--- src/rtl/mdio_mgmt_pkg.sv ---
package mdio_mgmt_pkg;
  localparam int FRAME_W  = 32;
  localparam int PREAMBLE = 32;
  localparam int REPLY_W  = 16;
  localparam int TURN_W   = 2;
  localparam int EVT_POS  = 23;

  typedef enum logic [1:0] {
    REG_FRAME  = 2'd0,
    REG_SPEED  = 2'd1,
    REG_EVENT  = 2'd2,
    REG_STATUS = 2'd3
  } reg_sel_e;

  localparam logic [1:0] OPC_READ = 2'b10;
endpackage

--- src/rtl/mdc_tick_gen.sv ---
module mdc_tick_gen #(
  parameter int CNT_W = 7
) (
  input  logic             clk,
  input  logic             rst_n,
  input  logic             run,
  input  logic [CNT_W-1:0] half,
  output logic             tick
);
  logic [CNT_W-1:0] cnt_q, cnt_d;

  assign tick = run && (half != '0) && (cnt_q == half - CNT_W'(1));

  always_comb begin
    cnt_d = cnt_q + CNT_W'(1);
    if (!run || tick) cnt_d = '0;
  end

  always_ff @(posedge clk or negedge rst_n) begin
    if (!rst_n) cnt_q <= '0;
    else        cnt_q <= cnt_d;
  end
endmodule

--- src/rtl/mdio_frame_engine.sv ---
module mdio_frame_engine #(
  parameter int DATA_W   = 32,
  parameter int PRE_BITS = 32,
  parameter int RD_BITS  = 16,
  parameter int TA_BITS  = 2
) (
  input  logic              clk,
  input  logic              rst_n,
  input  logic              start,
  input  logic [DATA_W-1:0] start_word,
  input  logic              tick,
  input  logic              mdio_in,
  output logic              busy,
  output logic              done,
  output logic              mdc,
  output logic              mdio_out,
  output logic              mdio_oe,
  output logic [DATA_W-1:0] word
);
  localparam int TOTAL = PRE_BITS + DATA_W;
  localparam int BIT_W = $clog2(TOTAL);
  localparam int IDX_W = $clog2(DATA_W);
  localparam logic [BIT_W-1:0] LAST_BIT  = BIT_W'(TOTAL - 1);
  localparam logic [BIT_W-1:0] PRE_END   = BIT_W'(PRE_BITS);
  localparam logic [BIT_W-1:0] REL_FIRST = BIT_W'(TOTAL - RD_BITS - TA_BITS);
  localparam logic [BIT_W-1:0] SMP_FIRST = BIT_W'(TOTAL - RD_BITS);
  localparam int OP_HI = DATA_W - 3;
  localparam int OP_LO = DATA_W - 4;

  logic              busy_q, busy_d;
  logic              mdc_q, mdc_d;
  logic [BIT_W-1:0]  bitn_q, bitn_d;
  logic [DATA_W-1:0] word_q, word_d;
  logic [IDX_W-1:0]  idx;
  logic              is_read, release_line;

  assign idx          = IDX_W'(LAST_BIT - bitn_q);
  assign is_read      = (word_q[OP_HI:OP_LO] == mdio_mgmt_pkg::OPC_READ);
  assign release_line = is_read && (bitn_q >= REL_FIRST);

  // next state
  always_comb begin
    busy_d = busy_q;
    mdc_d  = mdc_q;
    bitn_d = bitn_q;
    word_d = word_q;
    if (start && !busy_q) begin
      busy_d = 1'b1;
      mdc_d  = 1'b0;
      bitn_d = '0;
      word_d = start_word;
    end else if (busy_q && tick) begin
      if (!mdc_q) begin
        mdc_d = 1'b1;
        if (is_read && (bitn_q >= SMP_FIRST)) word_d[idx] = mdio_in;
      end else begin
        mdc_d = 1'b0;
        if (bitn_q == LAST_BIT) busy_d = 1'b0;
        else                    bitn_d = bitn_q + BIT_W'(1);
      end
    end
  end

  // registers
  always_ff @(posedge clk or negedge rst_n) begin
    if (!rst_n) begin
      busy_q <= 1'b0;
      mdc_q  <= 1'b0;
      bitn_q <= '0;
      word_q <= '0;
    end else begin
      busy_q <= busy_d;
      mdc_q  <= mdc_d;
      bitn_q <= bitn_d;
      word_q <= word_d;
    end
  end

  assign busy     = busy_q;
  assign done     = busy_q && tick && mdc_q && (bitn_q == LAST_BIT);
  assign mdc      = mdc_q;
  assign mdio_oe  = busy_q && !release_line;
  assign mdio_out = mdio_oe && ((bitn_q < PRE_END) ? 1'b1 : word_q[idx]);
  assign word     = word_q;
endmodule

--- src/rtl/mdio_mgmt_ctrl.sv ---
module mdio_mgmt_ctrl #(
  parameter int SPD_W     = 6,
  parameter int DEF_SPEED = 20
) (
  input  logic        clk,
  input  logic        rst_n,
  input  logic        bus_sel,
  input  logic        bus_wr,
  input  logic [1:0]  bus_addr,
  input  logic [31:0] bus_wdata,
  output logic [31:0] bus_rdata,
  output logic        mdc,
  output logic        mdio_out,
  output logic        mdio_oe,
  input  logic        mdio_in
);
  import mdio_mgmt_pkg::*;

  localparam int SPD_REG_W = SPD_W + 1;

  logic                 rst_meta, rst_q;
  logic [SPD_REG_W-1:0] speed_q, speed_d;
  logic                 evt_q, evt_d;
  logic                 busy, done, tick;
  logic [FRAME_W-1:0]   frame_word;
  logic                 wr_frame, wr_speed, wr_event, speed_en;
  reg_sel_e             sel;

  // reset: asserted asynchronously, released on the clock
  always_ff @(posedge clk or negedge rst_n) begin
    if (!rst_n) begin
      rst_meta <= 1'b0;
      rst_q    <= 1'b0;
    end else begin
      rst_meta <= 1'b1;
      rst_q    <= rst_meta;
    end
  end

  assign sel      = reg_sel_e'(bus_addr);
  assign wr_frame = bus_sel && bus_wr && (sel == REG_FRAME) && !busy;
  assign wr_speed = bus_sel && bus_wr && (sel == REG_SPEED);
  assign wr_event = bus_sel && bus_wr && (sel == REG_EVENT) && bus_wdata[EVT_POS];
  assign speed_en = wr_speed && !busy;

  always_comb begin
    speed_d = {bus_wdata[SPD_W:1], 1'b0};
    evt_d   = evt_q;
    if (wr_event) evt_d = 1'b0;
    if (done)     evt_d = 1'b1;
  end

  always_ff @(posedge clk or negedge rst_q) begin
    if (!rst_q) begin
      speed_q <= SPD_REG_W'(DEF_SPEED);
      evt_q   <= 1'b0;
    end else begin
      if (speed_en) speed_q <= speed_d;
      evt_q <= evt_d;
    end
  end

  mdc_tick_gen #(.CNT_W(SPD_REG_W)) u_tick (
    .clk   (clk),
    .rst_n (rst_q),
    .run   (busy),
    .half  (speed_q),
    .tick  (tick)
  );

  mdio_frame_engine #(
    .DATA_W   (FRAME_W),
    .PRE_BITS (PREAMBLE),
    .RD_BITS  (REPLY_W),
    .TA_BITS  (TURN_W)
  ) u_engine (
    .clk        (clk),
    .rst_n      (rst_q),
    .start      (wr_frame),
    .start_word (bus_wdata),
    .tick       (tick),
    .mdio_in    (mdio_in),
    .busy       (busy),
    .done       (done),
    .mdc        (mdc),
    .mdio_out   (mdio_out),
    .mdio_oe    (mdio_oe),
    .word       (frame_word)
  );

  always_comb begin
    bus_rdata = '0;
    unique case (sel)
      REG_FRAME:  bus_rdata = frame_word;
      REG_SPEED:  bus_rdata = 32'(speed_q);
      REG_EVENT:  bus_rdata[EVT_POS] = evt_q;
      REG_STATUS: bus_rdata[0] = busy;
    endcase
  end
endmodule

--- config.mk ---
export PLATFORM = sky130hd
export DESIGN_NAME = mdio_mgmt_ctrl
export DESIGN_NICKNAME = d
export VERILOG_FILES = /design/src/rtl/mdio_mgmt_pkg.sv /design/src/rtl/mdc_tick_gen.sv /design/src/rtl/mdio_frame_engine.sv /design/src/rtl/mdio_mgmt_ctrl.sv
export SDC_FILE = /design/constraint.sdc
export NUM_CORES = 1
export LEC_CHECK = 0
export ABC_AREA = 1
export BUFFER_PORTS_ARGS = -buffer_cell sky130_fd_sc_hd__buf_2
export CAP_MARGIN = 5
export CORE_ASPECT_RATIO = 0.7
export CORE_MARGIN = 3
export CORE_UTILIZATION = 60
export CTS_CLUSTER_DIAMETER = 200
export DETAILED_ROUTE_END_ITERATION = 16
export PLACE_DENSITY = 0.85
export REMOVE_ABC_BUFFERS = 1
export SYNTH_ARGS = -nofsm -noshare
export SYNTH_HDL_FRONTEND = slang
export SYNTH_SLANG_ARGS = --single-unit
export TNS_END_PERCENT = 50
--- constraint.sdc ---
create_clock -name clk -period 3.6 [get_ports clk]
set_input_delay 0.54 -clock clk [delete_from_list [all_inputs] [get_ports clk]]
set_output_delay 0.54 -clock clk [all_outputs]
set_load 0.05 [all_outputs]
==> results of run 1 <==
placed cells by master (no fill, tap or decap), drive strengths merged, types with 2 or more instances in the layout:
master	count
a21oi	6
o31ai	11
clkbuf	6
ha	11
nor2	73
nor3	3
o22ai	4
o32ai	6
nand2	224
xor2	4
clkinv	3
dfstp	2
nor3b	2
buf	80
nand4	23
dfrtp	54
o21ai	37
nand3	35
inv	76
cell usage after synthesis (3+ instances only):
cell type | instances | area [um^2]
buf_2 | 3 | 15.0
o21ai_0 | 36 | 180
dfrtp_1 | 54 | 1350
nand2_1 | 221 | 830
nor2_1 | 68 | 255
ha_1 | 11 | 138
inv_1 | 70 | 263
o32ai_1 | 6 | 52.6
xor2_1 | 4 | 35.0
inv_2 | 6 | 22.5
nand4_2 | 10 | 125
clkbuf_1 | 12 | 45.0
buf_1 | 5 | 18.8
nand4_1 | 13 | 81.3
nor2_2 | 3 | 18.8
nor3_1 | 3 | 15.0
o31ai_1 | 11 | 82.6
nand2_2 | 3 | 18.8
o22ai_1 | 4 | 25.0
nand3_1 | 35 | 175
a21oi_1 | 6 | 30.0
repair_timing:
item	CTS	global route
setup endpoints to repair	0	0
resized for setup	0	0
hold endpoints to repair	2	0
hold buffers	1	0
path summary, 6_finish.rpt:
check                                      to  slack [ns]  cells past startpoint
max in group asynchronous  u_engine.bitn_q[5]        2.72                      1
setup / recovery                     mdio_out        0.40                      9
hold / removal                          rst_q        0.37                      0
min in group asynchronous    u_engine.word[6]        0.41                      1
setup reg to reg             u_engine.word[1]        1.13                      9
hold reg to reg                         rst_q        0.37                      0
state kept, by name (all words and copies together) (netlist names):
signal and count:
evt_q 1, rst_meta 1, rst_q 1, speed_q 6, u_engine.bitn_q 6, u_engine.busy 1, u_engine.mdc 1, u_engine.word 32
u_tick.cnt_q 7
report_power, final:
| part | switching [mW] | total (mW) | internal [mW] |
|---|---|---|---|
| clock | 0.213 | 0.420 | 0.207 |
| sequential | 0.0641 | 0.741 | 0.676 |
| combinational | 0.346 | 0.500 | 0.154 |
per-stage QoR:
| stage | instances | hold WS (ns) | utilization |
|---|---|---|---|
| global placement | 733 | 0.326 | 0.691 |
| global route | 742 | 0.381 | 0.710 |
| floorplan | 575 | 0.244 | - |
| finish | 742 | 0.368 | 0.710 |
| detailed placement | 733 | 0.325 | 0.691 |
| CTS | 742 | 0.372 | 0.710 |
area by class of cell:
class,count,share of cell area
well taps,78,0.0218
clock buffers,6,0.0162
repair buffers,81,0.0956
inverters,78,0.0654
multi-input cells,441,0.479
flip-flops and latches,56,0.314
clock inverters,2,0.00783
kinds of logic after synthesis:
kind of cell | count (synthesis) | synth area share
simple gates | 360 | 0.401
other cells | 1 | 0.000949
fa+ha+maj | 11 | 0.0348
xor+xnor | 4 | 0.00886
compound gates | 65 | 0.0969
buf+inv | 101 | 0.103
flops | 56 | 0.355
worst max-delay path: stages, from the launching register on:
cell and delay [ns]:
dfrtp_1 0.80, clkinv_1 0.42, buf_4 0.28, o21ai_0 0.20, o21ai_0 0.13, nand4_1 0.09
nand2_1 0.06, nor2_1 0.10, a21oi_1 0.07, buf_2 0.21
routing by layer:
layer | GRT usage | vias up | share of wire
li1 | - | 2016 | -
met1 | 0.441 | 1942 | 0.45
met2 | 0.436 | 204 | 0.45
met3 | 0.0417 | 17 | 0.088
met4 | 0.0776 | 0 | 0.011
met5 | 0 | - | 0
==> flow_summary.yaml, run 1 <==
sta:
  slew_headroom: 0.526
  worst_slack_ns: 0.398
  setup_viol: 0
  slew_viol_final: 0
  tightest_slew_ns: 0.711
  period_needed_ns: 3.20
  tns_ns: 0
  hold_viol: 0
  fmax_ghz: 0.312
  grt_setup_unrepaired: "no"
  finalCritPeriodShare: 0.890
  finalClockSkew_ns: 0.00252
logic_synthesis:
  ys_seq_area_frac: 0.355
  synth_cell_types: 31
  syn_avg_cell_area_um2: 6.61
  yosysWarningCount: 0
  ys_ff_latch: 56
  synthFlopType: "dfrtp_1"
  synth_edf_count: 0
  async_flop_share: 1.00
  syn_area_um2: 3950
  synthesis.instances: 598
pwr:
  leakagePower_nw: 2.77
  ir_worst_vdd_mv: 0.256
  power.density_nw_per_um2: 371
  design_power_total_mw: 1.66
setup_path:
  path_class: "flop to primary output"
  r2r_start: "u_engine.bitn_q[0]"
  worst_ep_required_time_ns: 3.06
  critPathCaptureType: "primary output"
  worstPathArrival_ns: 2.66
  critPathMaxFanout: 23
  cp-start-kind: "flop"
  startpoint: "u_engine.bitn_q[0]"
clock_network:
  clock_latency_ns: 0.31
  ctsRootBufferMaster: "clkbuf_8"
  path_clk_slew_ns: 0.10
  h-tree-depth: 2
  postCtsSetupRepairBufs: 0
  cts_max_path_buffers: 2
  cts_tree: "yes"
  cts.sinks: 56
  numCtsBuffers: 5
routing:
  drt_wl_total_um: 10800
  dr.pass1.iters: 5
  vias: 4179
  ant_nets: 0
  vias_per_cell: 5.63
  drt_iter0_markers: 427
  avgRoutedWirePerCell_um: 14.5
  drc: 0
floorplanning:
  num_rows: 24
  die_y_um: 73.9
  die-width_um: 103
  die-area_um2: 7610
  initial_core_util: 0.627
  core_area_um2: 6310
  io_pins: 74
layout:
  diodes: 0
  nets: 713
  n_fill_cell: 562
  multiInputGateArea_um2: 2150
  seqCellArea_um2: 1410
  syn_to_final_growth_pct: 13.3
  design_area_um2: 4480
  layout-drive-gt1-share: 0.176
global_route:
  grt_pass1_vias: 3813
  grt_pass1_wl_um: 17700
  antenna_found_initial: 0
  grt_max_degree: 55
  gr-total-overflow: 0
  grt_usage: 0.291
run:
  drv_cap: 0
placement:
  io_buffer_count: 73
  place_area_um2: 4360
  globalplace.congestion: 0.938
  pre_cts_ws_ns: 0.809
  dp_hpwl_um: 7890
hold_path:
  hp-start: "rst_meta"
  hold_class: "flop to flop"
outcome:
  status: "complete, no violations"
(Power assumes the default switching activity.)
==> inputs of run 2 (changes only) <==
==> constraint.sdc (replaced) <==
create_clock -name clk -period 3.6 [get_ports clk]
set_input_delay 0 -clock clk [delete_from_list [all_inputs] [get_ports clk]]
set_output_delay 0 -clock clk [all_outputs]
set_load 0.05 [all_outputs]
==> flow_summary.yaml, run 2 (same netlist as run 1, synthesis figures left out) <==
run:
  drv_cap: 0
setup_path:
  r2r_start: "u_engine.busy"
  r2r-end: "u_engine.word[5]"
  worst_ep_required_time_ns: 3.60
  critPathCaptureType: "primary output"
  path_class: "flop to primary output"
  worstPathArrival_ns: 2.56
  critPathMaxFanout: 23
  cp-start-kind: "flop"
  rr_worst_depth: 7
  crit_slowest_cell: "clkinv_1"
  cp_cell_sequence: "buf_4 -> clkinv_1 -> a21oi_1 -> o21ai_0 -> nand2_1 -> nand4_1 -> nand2_1 -> nor2_1 -> a21oi_1 -> buf_2"
  slowest_delay_ns: 0.50
  r2r_slack_ns: 1.29
sta:
  slew_viol_final: 0
  hold_viol: 2
  holdWs_ns: -0.00248
  setup_viol: 0
  tightest_slew_ns: 1.05
  period_needed_ns: 2.56
  fmax_ghz: 0.390
  tns_ns: 0
  grt_setup_unrepaired: "no"
  finalClockSkew_ns: 0.00742
  slew_headroom: 0.301
  finalCritPeriodShare: 0.712
clock_network:
  cts.sinks: 56
  numCtsBuffers: 5
  clock_latency_ns: 0.32
  cts_max_path_buffers: 2
  cts_resized: 0
  postCtsSetupRepairBufs: 0
  cts_tree: "yes"
  ctsRootBufferMaster: "clkbuf_8"
  path_clk_slew_ns: 0.11
  h-tree-depth: 2
  cts_hold_buf: 29
global_route:
  grt_max_degree: 34
  grt_usage: 0.299
  gr-total-overflow: 0
  antenna_found_initial: 0
  grt_pass1_wl_um: 18300
  grt_pass1_vias: 3879
outcome:
  status: "complete, but fails checks"
  violations: "hold timing"
floorplanning:
  initial_core_util: 0.627
  num_rows: 24
  die_y_um: 73.9
  die-area_um2: 7610
  io_pins: 74
  core_area_um2: 6310
  die-width_um: 103
pwr:
  leakagePower_nw: 2.88
  ir_worst_vdd_mv: 0.233
  power.density_nw_per_um2: 358
routing:
  vias: 4297
  avgRoutedWirePerCell_um: 14.3
  vias_per_cell: 5.59
  drt_iter0_markers: 505
  drt_wl_total_um: 11000
  dr.pass1.iters: 6
  ant_nets: 0
  drc: 0
layout:
  syn_to_final_growth_pct: 20.3
  nets: 740
  diodes: 0
  design_area_um2: 4750
  final_cell_mix: "nand2_1 (220), buf_2 (73), inv_1 (70), nor2_1 (68), dfrtp_1 (53)"
  largest_register_ffs: 32
  finish.utilization: 0.754
  layout-drive-gt1-share: 0.169
  mostFrequentLayoutCell: "nand2_1"
placement:
  place_area_um2: 4350
  io_buffer_count: 73
  globalplace.congestion: 0.927
  dp_hpwl_um: 7540
hold_path:
  whs_endpoint: "speed_q[1]"
  holdPathStages: 3
  hold_class: "input pin to flop"
  hp-start: "bus_wdata[1]"
[run 2: worst max-delay path by stage]
stage                             from                  to
finish              u_engine.bitn_q[0]            mdio_out
global route        u_engine.bitn_q[0]            mdio_out
CTS                 u_engine.bitn_q[0]            mdio_out
detailed placement         bus_addr[0]    u_engine.word[5]
global placement            speed_q[2]     u_tick.cnt_q[4]
floorplan                  bus_addr[0]  u_engine.bitn_q[5]
[run 2: power breakdown]
group	switching, mW	total (mW)	internal [mW]
Combinational	0.352	0.527	0.174
Clock	0.226	0.433	0.207
Sequential	0.0636	0.740	0.677
Total	0.642	1.70	1.06
[run 2: final cells by class]
| cell class | instances | area [um^2] |
|---|---|---|
| clock buffer | 5 | 68.8 |
| clock inverter | 3 | 42.5 |
| fill | 492 | 1550 |
| inverter | 78 | 293 |
| multi-input combinational | 441 | 2150 |
| sequential | 56 | 1410 |
| tap | 78 | 97.6 |
| timing repair buffer | 108 | 701 |
[run 2: worst max-delay path: cells and delay by family (launching register included)]
kind                   cells  cell delay [ns]
buffers and inverters      3             1.04
AO/OA/AOI/OAI              3             0.59
flip-flops                 1             0.34
AND/OR/NAND/NOR            4             0.27
[run 2: per-layer routing]
layer	routed length (um)	global-route usage
met3	1120	0.0531
met4	168	0.0704
met1	4930	0.454
met5	0	0
met2	4750	0.443
[run 2: stage by stage]
step | cells | total power, mW | hold slack [ns] | setup slack (ns)
4_1_cts | 769 | 1.69 | 0.00356 | 1.12
5_1_grt | 769 | 1.79 | 0.0125 | 0.828
6_report | 769 | 1.70 | -0.00248 | 1.04
2_1_floorplan | 575 | 1.11 | -0.296 | 0.757
3_5_place_dp | 732 | 1.24 | -0.214 | 1.30
3_3_place_gp | 732 | 1.23 | -0.215 | 1.42
==> inputs of run 3 (changes only) <==
- CORE_UTILIZATION: 60 -> 56
- PLACE_DENSITY: 0.85 -> 0.8
- clock period: 3.6 -> 2.5 ns (I/O delays scaled with it)
==> flow_summary.yaml, run 3 (same netlist as run 1, synthesis figures left out) <==
setup_path:
  worst_ep_required_time_ns: 2.50
  cp-start-kind: "flop"
  crit_family: "buffers and inverters"
  critPathMaxFanout: 10
  slowest_delay_ns: 0.53
  path_class: "flop to primary output"
  cp_cell_sequence: "clkinv_1 -> buf_4 -> o21ai_0 -> o21ai_0 -> nand4_1 -> nand2_1 -> nor2_1 -> a21oi_1 -> buf_2"
  critPathCaptureType: "primary output"
  crit_slowest_cell: "dfrtp_1"
  crit_top_cell: "o21ai_0"
  worstPathArrival_ns: 2.26
  path_buf_inv: 3
routing:
  vias: 4244
  dr.pass1.iters: 5
  avgRoutedWirePerCell_um: 14.1
  vias_per_cell: 5.39
  drc: 0
  ant_nets: 0
  drt_iter0_markers: 407
  drt_wl_total_um: 11100
floorplanning:
  io_pins: 74
  core_area_um2: 6520
  die-area_um2: 8120
  die-width_um: 106
  num_rows: 24
  die_y_um: 76.3
  initial_core_util: 0.607
layout:
  final_cell_mix: "nand2_1 (220), buf_2 (73), inv_1 (70), nor2_1 (68), dfrtp_1 (53)"
  final_cells: 787
  diodes: 0
  layout-drive-gt1-share: 0.175
  multiInputGateArea_um2: 2150
  syn_to_final_growth_pct: 21.3
  largest_register_ffs: 32
  mostFrequentLayoutCell: "nand2_1"
  seqCellArea_um2: 1410
  nets: 745
  n_fill_cell: 551
  design_area_um2: 4790
hold_path:
  hold_class: "input pin to flop"
clock_network:
  ctsRootBufferMaster: "clkbuf_8"
  cts.sinks: 56
  cts_tree: "yes"
  h-tree-depth: 2
  cts_hold_buf: 27
  cts_resized: 0
  numCtsBuffers: 5
  postCtsSetupRepairBufs: 0
  clock_latency_ns: 0.32
  cts_max_path_buffers: 2
  path_clk_slew_ns: 0.10
sta:
  fmax_ghz: 0.443
  period_needed_ns: 2.26
  grt_setup_unrepaired: "no"
  tightest_slew_ns: 0.582
  finalCritPeriodShare: 0.903
  hold_viol: 0
  setup_viol: 0
  slew_viol_final: 0
  slew_headroom: 0.611
  holdWs_ns: 0.00360
  finalClockSkew_ns: 0.00907
pwr:
  ir_worst_vdd_mv: 0.288
  sw_frac_of_total: 0.382
  p_clk_frac: 0.219
  pwr-share-comb: 0.330
  power.density_nw_per_um2: 494
  leakagePower_nw: 2.90
  power_frac_seq: 0.451
  p_int_mw: 1.46
  power.switching_mw: 0.905
global_route:
  antenna_found_initial: 0
  grt_pass1_wl_um: 18800
  grt_pass1_vias: 3961
  grt_max_degree: 55
  grt_usage: 0.280
  gr-total-overflow: 0
placement:
  dp_hpwl_um: 7910
  dp.cells: 752
  place_area_um2: 4430
  io_buffer_count: 73
  globalplace.congestion: 0.926
outcome:
  status: "complete, no violations"
run:
  drv_cap: 0
run 3: cell types whose count changed in the layout (fill, tap and decap cells not counted):
cell and delta:
buf_4 +6, clkbuf_1 +2, dlygate4sd3_1 -2, buf_12 +1
bufinv_16 -1, clkbuf_8 +1, clkinv_2 -1, clkinvlp_4 -1
run 3: path summary, 6_finish.rpt:
check	startpoint	cells past startpoint	to	slack [ns]
worst max-delay path	u_engine.bitn_q[0]	9	mdio_out	0.24
worst min-delay path	bus_wdata[7]	5	u_engine.word[7]	0.004
worst max register to register	speed_q[2]	12	u_engine.busy	0.26
worst min register to register	rst_q	1	speed_q[5]	0.25
max in group asynchronous	rst_n	3	rst_q	1.85
min in group asynchronous	rst_q	1	speed_q[5]	0.25
run 3: cell type report:
cell class	count	share of cell area
Multi-Input combinational cell	441	0.448
Sequential cell	56	0.293
Timing Repair Buffer	113	0.156
Inverter	78	0.0611
Tap cell	91	0.0238
Clock buffer	8	0.0188
run 3: per-layer routing:
| layer | up-vias | part of all wire | GRT usage |
|---|---|---|---|
| li1 | 2080 | - | - |
| met3 | 22 | 0.095 | 0.0491 |
| met2 | 224 | 0.44 | 0.441 |
| met5 | - | 0 | 0 |
| met1 | 1918 | 0.45 | 0.409 |
| met4 | 0 | 0.010 | 0.0536 |
run 3: through the flow:
step | util | total power, mW | setup WS (ns) | TNS [ns]
2_1_floorplan | - | 1.60 | -0.343 | -9.11
4_1_cts | 0.736 | 2.36 | 0.281 | 0
6_report | 0.736 | 2.37 | 0.242 | 0
3_3_place_gp | 0.680 | 1.79 | 0.408 | 0
3_5_place_dp | 0.680 | 1.82 | 0.314 | 0
5_1_grt | 0.736 | 2.51 | 0.0249 | 0
run 3: worst min-delay path: stages:
cell	delay [ns]
buf_2	0.08
nand2_1	0.05
o31ai_1	0.06
nand2_1	0.06
nand2_1	0.05
run 3: power by group through the flow:
stage,registers [mW],clock network [mW],logic (mW)
5_1_grt,1.08,0.567,0.866
4_1_cts,1.06,0.527,0.774
3_3_place_gp,1.08,0,0.716
3_5_place_dp,1.08,0,0.740
6_report,1.07,0.519,0.781
2_1_floorplan,1.07,0,0.522
